[src/rtl/brg_pkg.sv]
// Package: shared mode type for the bridging fault injector.
// Assumes a two-bit mode code; code 11 is reserved and behaves as no bridge.
package brg_pkg;
    typedef enum logic [1:0] {
        BR_NONE = 2'b00,
        BR_AND  = 2'b01,
        BR_OR   = 2'b10,
        BR_RSVD = 2'b11
    } bridge_mode_e;
endpackage

[src/rtl/brg_capture.sv]
// Module: brg_capture
// Registers the driven line values and the bridge mode on each rising edge.
// Assumes a synchronous active-low reset; reset clears lines and selects no bridge.
module brg_capture
    import brg_pkg::*;
#(
    parameter int LINES = 3
) (
    input  logic               clk,
    input  logic               rst_n,
    input  logic [LINES-1:0]   lines_in,
    input  logic [1:0]         mode_in,
    output logic [LINES-1:0]   lines_q,
    output bridge_mode_e       mode_q
);
    // Capture the stimulus once per clock, clearing under reset.
    always_ff @(posedge clk) begin
        if (!rst_n) begin
            lines_q <= '0;
            mode_q  <= BR_NONE;
        end else begin
            lines_q <= lines_in;
            mode_q  <= bridge_mode_e'(mode_in);
        end
    end
endmodule

[src/rtl/brg_resolve.sv]
// Module: brg_resolve
// Replaces two adjacent lines, BLO and BLO+1, by their resolved bridge value.
// Assumes 0 <= BLO <= LINES-2; all other lines pass through unchanged.
module brg_resolve
    import brg_pkg::*;
#(
    parameter int LINES = 3,
    parameter int BLO   = 0
) (
    input  logic [LINES-1:0] lines,
    input  bridge_mode_e     mode,
    output logic [LINES-1:0] lines_f
);
    localparam int BHI = BLO + 1;

    logic node_v;

    // Resolve the shorted node according to the dominance rule and drive both lines with it.
    always_comb begin
        lines_f = lines;
        node_v  = lines[BLO];
        case (mode)
            BR_AND: begin
                node_v       = lines[BLO] & lines[BHI];
                lines_f[BLO] = node_v;
                lines_f[BHI] = node_v;
            end
            BR_OR: begin
                node_v       = lines[BLO] | lines[BHI];
                lines_f[BLO] = node_v;
                lines_f[BHI] = node_v;
            end
            default: begin
                node_v = lines[BLO];
            end
        endcase
    end
endmodule

[src/rtl/brg_or_chain.sv]
// Module: brg_or_chain
// Builds one two-input OR gate for each pair of neighbouring lines.
// Assumes LINES >= 2; output i is line i OR line i+1.
module brg_or_chain #(
    parameter int LINES = 3,
    parameter int NOUT  = LINES - 1
) (
    input  logic [LINES-1:0] lines,
    output logic [NOUT-1:0]  z
);
    for (genvar g = 0; g < NOUT; g++) begin : g_gate
        // One OR gate over a neighbouring line pair.
        always_comb z[g] = lines[g] | lines[g+1];
    end
endmodule

[src/rtl/brg_compare.sv]
// Module: brg_compare
// Flags, bit by bit, where the faulty vector differs from the good vector.
// Assumes both vectors are the same width; purely combinational.
module brg_compare #(
    parameter int W = 2
) (
    input  logic [W-1:0] good,
    input  logic [W-1:0] bad,
    output logic [W-1:0] diff
);
    for (genvar g = 0; g < W; g++) begin : g_bit
        // Per-output difference detector.
        always_comb diff[g] = good[g] != bad[g];
    end
endmodule

[src/rtl/bridge_fault_injector.sv]
// Module: bridge_fault_injector (top)
// Captures driven lines and a bridge mode, then produces fault-free and bridged OR-chain
// outputs with per-output mismatch flags. Assumes BRIDGE_LO selects an adjacent pair.
module bridge_fault_injector
    import brg_pkg::*;
#(
    parameter int LINES     = 3,
    parameter int BRIDGE_LO = 0,
    parameter int NOUT      = LINES - 1
) (
    input  logic             clk,
    input  logic             rst_n,
    input  logic [LINES-1:0] x_in,
    input  logic [1:0]       mode_in,
    output logic [NOUT-1:0]  z_good,
    output logic [NOUT-1:0]  z_fault,
    output logic [NOUT-1:0]  z_mismatch
);
    logic [LINES-1:0] lines_q;
    logic [LINES-1:0] lines_br;
    bridge_mode_e     mode_q;

    brg_capture #(.LINES(LINES)) u_cap (
        .clk      (clk),
        .rst_n    (rst_n),
        .lines_in (x_in),
        .mode_in  (mode_in),
        .lines_q  (lines_q),
        .mode_q   (mode_q)
    );

    brg_resolve #(.LINES(LINES), .BLO(BRIDGE_LO)) u_res (
        .lines   (lines_q),
        .mode    (mode_q),
        .lines_f (lines_br)
    );

    brg_or_chain #(.LINES(LINES), .NOUT(NOUT)) u_good (
        .lines (lines_q),
        .z     (z_good)
    );

    brg_or_chain #(.LINES(LINES), .NOUT(NOUT)) u_bad (
        .lines (lines_br),
        .z     (z_fault)
    );

    brg_compare #(.W(NOUT)) u_cmp (
        .good (z_good),
        .bad  (z_fault),
        .diff (z_mismatch)
    );
endmodule

[config.mk]
export PLATFORM = sky130hd
export DESIGN_NAME = bridge_fault_injector
export DESIGN_NICKNAME = d
export VERILOG_FILES = /design/src/rtl/brg_pkg.sv /design/src/rtl/brg_capture.sv /design/src/rtl/brg_resolve.sv /design/src/rtl/brg_or_chain.sv /design/src/rtl/brg_compare.sv /design/src/rtl/bridge_fault_injector.sv
export SDC_FILE = /design/constraint.sdc
export NUM_CORES = 1
export LEC_CHECK = 0
export BUFFER_PORTS_ARGS = -buffer_cell sky130_fd_sc_hd__buf_2
export CAP_MARGIN = 20
export CELL_PAD_IN_SITES_DETAIL_PLACEMENT = 0
export CELL_PAD_IN_SITES_GLOBAL_PLACEMENT = 2
export CORE_AREA = 2 2 39 41
export DETAILED_ROUTE_END_ITERATION = 16
export DIE_AREA = 0 0 41 43
export PLACE_DENSITY = 0.74
export SETUP_SLACK_MARGIN = 0.2
export SLEW_MARGIN = 40
export SYNTH_ARGS = -nofsm -noshare
export SYNTH_HDL_FRONTEND = slang
export SYNTH_HIERARCHICAL = 1
export SYNTH_SLANG_ARGS = --single-unit
[constraint.sdc]
create_clock -name clk -period 3.8 [get_ports clk]
set_input_delay 0.19 -clock clk [delete_from_list [all_inputs] [get_ports clk]]
set_output_delay 0.19 -clock clk [all_outputs]
set_load 0.03 [all_outputs]
* Yosys cells after proc, flatten, opt, wreduce, memory -nomap -nowiden
Cells that the tools add are included.
Storage, ports and cells: register bits 5, bits of input ports 7, output and inout bits 6, word-level logic and storage cells 12
Cells by class: eq/ne operators 4, muxes and demuxes 1, bitwise gates (word level) 5
Operators with widths (count):
- 1-bit bitwise OR | 4
- 2-bit one-hot mux with 2 select lines | 1
- 2-bit by 1-bit equality test with 1-bit output (second input constant) | 1
- 2-bit equality test (second input constant) | 1
- 1-bit != test | 2
- 1-bit bitwise AND | 1

* Depth between registers and ports, before layout
depth in word-level cells 4, depth in mapped cells 7, depth with buffers taken out 7

* Modules after synthesis
The synthesis kept the hierarchy.
By module, submodules not included:
- brg_capture | times used 1, cells each 10, area an instance 131.4 µm², seq. area each 100.1 µm²
- brg_resolve | times used 1, cells each 13, area an instance 85.1 µm², seq. area each 0.0 µm²
- brg_or_chain | times used 2, cells each 2, area an instance 12.5 µm², seq. area each 0.0 µm²
- brg_compare | times used 1, cells each 2, area an instance 17.5 µm², seq. area each 0.0 µm²

* Worst setup path before layout
OpenSTA, ideal clock, no wires.
kind reg-to-output, from register u_cap.mode_q[0], to output port z_mismatch[0], data arrival time 1950 ps, data required time 3610 ps, setup slack 1660 ps, cell stages (with the launch flop) 7, path buffers 0, path through dfxtp_1 > inv_1 > ha_1 > or2_1 > a22o_1 > or2_1 > xor2_1
On the way: cells in the longest elaborated chain, start to end 4, elaborated cells on any way between the ends 5, classes of those cells eq/ne (3); mux (1); bitwise (1)
Ends and longest elaborated chain:
- start, declared | RTL line brg_capture.sv:14 | output bridge_mode_e mode_q
- start signal, assigned | RTL line brg_capture.sv:23 | mode_q <= bridge_mode_e'(mode_in);
- 2-bit equality test or 2-bit by 1-bit equality test with 1-bit output (tied branches)
- 2-bit one-hot mux with 2 select lines (*) | RTL line brg_resolve.sv:22 | case (mode)
- net lines_br[0] | RTL line bridge_fault_injector.sv:20 | logic [LINES-1:0] lines_br;
- 1-bit bitwise OR (*) | RTL line brg_or_chain.sv:13 | always_comb z[g] = lines[g] | lines[g+1];
- net z_fault[0] | RTL line bridge_fault_injector.sv:16 | output logic [NOUT-1:0] z_fault,
- 1-bit != test (*) | RTL line brg_compare.sv:13 | always_comb diff[g] = good[g] != bad[g];
- end, declared | RTL line bridge_fault_injector.sv:17 | output logic [NOUT-1:0] z_mismatch
The timed path passes the listed nets; every way through them passes the cells marked *.

* Final worst setup path
from register u_cap.mode_q[0], to output port z_mismatch[0]
On the way: cells in the longest elaborated chain, start to end 4, elaborated cells on any way between the ends 5, classes of those cells eq/ne (3); mux (1); bitwise (1)
Ends and longest elaborated chain (RTL line):
- 2-bit equality test or 2-bit by 1-bit equality test with 1-bit output (tied branches)
- 2-bit one-hot mux with 2 select lines (*) | brg_resolve.sv:22
- net lines_br[0] | bridge_fault_injector.sv:20
- 1-bit bitwise OR (*) | brg_or_chain.sv:13
- 1-bit != test (*) | brg_compare.sv:13
Marks and branches as above.

==> results.md <==
- Routed wire length: 342 um
- Worst-Margin Slew: 144 ps
- GP Congestion: 0.640
- Ys flop type: dfxtp_1
- Worst Hold Path Cells: 2
- Global-route wire length before repair: 600 um
- Critical-path maximum fanout: 2
- FILL cells: 152
- Crit path kind: flip-flop to primary output
- Initial antenna violation count: 0
- Post-Syn Instances: 29
- Grt ovf: 0
- Final ANT Viol Nets: 0
- Layout area overhead: 38.2%
- Sequential fraction of the synthesis area: 0.386
- Clk slew on worst S/H paths: 40 ps
- CP required: 3610 ps
- Hold_sp: x_in[0]
- Final setup vio count: 0
- Largest area contributor in the netlist: dfxtp_1
- Most used cell, CP: or2_1
- Routed met2 length: 152 um
- Max-Cap Viols: 0
- Status: finished, final reports clean
- Yosys reg bits: 5
- Fin util: 0.259
- Share of the synthesized area in the top cell type: 0.386
- # H-tree levels: 1
- Syn avg cell area: 8.93 um^2
- Fmax: 478 MHz
- Mapped cell area: 259 um^2
- DIE WIDTH: 41 um
- WL met1: 154 um
- Setup crit start kind: flip-flop
- Fin crit share: 0.551
- Die area: 0.00176 mm^2
- Final layout net count: 54
- RSZ-0062 raised after global routing: false
- Syn Nets: 38
- Synth area leaders: dfxtp_1 (39%), and2_1 (12%), or2_1 (12%)
- First-pass DRT Iterations: 2
- CTS tree: done
- PD cells: 440 mW/mm^2
- Largest net degree at the start of global routing: 6
- CP arrival: 1900 ps
- Top Ports: 13
- Via density: 3.52
- Post-CTS setup buffer count: 0
- Pleak: 0.189 nW
- EDFF count, synth: 0
- Initial DRC Count: 5
- Critical path's slowest cell: dfxtp_1
- Post-cts repair resize count: 0
- Starting Density: 0.187
- Met3 WL post-DR: 34 um
- Yosys warns: 6
- Vias: 211
- Clock root buffer: clkbuf_4
- Critical path cell sequence: inv_1, ha_1, or2_1, a22o_1, or2_1, xor2_1, buf_2
- Avg WL per Cell: 5.70 um
- Worst Hold Class: input port to flip-flop
- Number of global-route vias before repair: 177
- Hold Path End: u_cap/lines_q[0]
- Top delay family on crit path: simple AND/OR/NAND/NOR gates
- Worst Path Buf+Inv: 2
- Post-synth top cells: and2_1 (5), dfxtp_1 (5), or2_1 (5), nand2_1 (4)
- CTS hold repair buffers: 0
- CTS sink count: 5
- IO buf count: 12
- Top layer in use: met3
- Post-route DRC: 0
- Synth async-reset ratio: 0
- Clk buf depth: 2
- Worst VDD drop: 0.156 mV
- Critical Path End Type: primary output
- Core area: 0.00138 mm^2
- Ratio of cells with drive above 1 in the final layout: 0.341
- Final hold violations: 0
- Total track usage: 0.0543
- Post-layout minimum cycle time: 2090 ps
- Antenna fix cells: 0
- Num CTS Buffers: 3
- Final Max Tran Viols: 0
- Yosys cell types: 10
- Slew Limit Headroom: 0.904
- CP peak stage delay: 320 ps
- Setup TNS: 0 ps
- Site Rows: 14
- Die Ht: 43 um
state kept, by name (all words and copies together) (netlist names):
register,flops
u_cap/lines_q,3
u_cap/mode_q,2
placed cells by master (no fill, tap or decap), types with 2 or more instances in the layout:
cell type / instances
a22o_1: 2
and2_1: 5
buf_2: 12
clkbuf_4: 3
dfxtp_1: 5
ha_1: 2
inv_1: 2
nand2_1: 4
or2_1: 5
xor2_1: 2
cells by family (layout without fill, tap and decap cells):
logic type               after synthesis  count (layout)  share of synthesized area
AO/OA/AOI/OAI                          2               2                     0.0676
XOR/XNOR                               2               2                     0.0676
adder cells (fa/ha/maj)                2               2                     0.0966
buffers and inverters                  3              18                     0.0580
flip-flops                             5               5                      0.386
AND/OR/NAND/NOR                       15              15                      0.324
power by group:
| group | total [mW] | switching (mW) | internal [mW] |
|---|---|---|---|
| Sequential | 0.0574 | 0.00184 | 0.0556 |
| Combinational | 0.0413 | 0.0259 | 0.0154 |
| Clock | 0.0586 | 0.0191 | 0.0395 |
| Total | 0.157 | 0.0468 | 0.111 |
through the flow:
step / power (mW) / hold WS [ps] / cell area, um^2 / cells / setup slack [ps]
finish: 0.157 / 158 / 358 / 60 / 1710
global route: 0.170 / 146 / 358 / 60 / 1570
CTS: 0.162 / 148 / 358 / 60 / 1680
detailed placement: 0.100 / 397 / 332 / 56 / 1950
global placement: 0.100 / 399 / 332 / 56 / 1950
floorplan: 0.0891 / 312 / 259 / 29 / 1660
worst max-delay path by stage:
| stage | end | slack, ps | startpoint | cells past startpoint |
|---|---|---|---|---|
| 2_1_floorplan | z_mismatch[0] | 1660 | u_cap/mode_q[0] | 6 |
| 3_3_place_gp | z_mismatch[1] | 1950 | u_cap/mode_q[0] | 7 |
| 3_5_place_dp | z_mismatch[0] | 1950 | u_cap/mode_q[0] | 7 |
| 4_1_cts | z_mismatch[0] | 1680 | u_cap/mode_q[0] | 7 |
| 5_1_grt | z_mismatch[0] | 1570 | u_cap/mode_q[0] | 7 |
| 6_report | z_mismatch[0] | 1710 | u_cap/mode_q[0] | 7 |
per-layer routing:
metal	global-route usage	vias to the layer above
met1	0.0548	80
li1	-	121
met4	0.0600	0
met2	0.0688	10
met3	0.0314	0
met5	0	-
cell type report:
class / instances / area [um^2] / area share
sequential: 5 / 100 / 0.280
multi-input combinational: 21 / 144 / 0.402
tap: 16 / 20.0 / 0.0559
timing repair buffer: 12 / 60.1 / 0.168
inverter: 2 / 7.51 / 0.0210
clock buffer: 4 / 26.3 / 0.0734
Power figures use the tool's default switching activity.
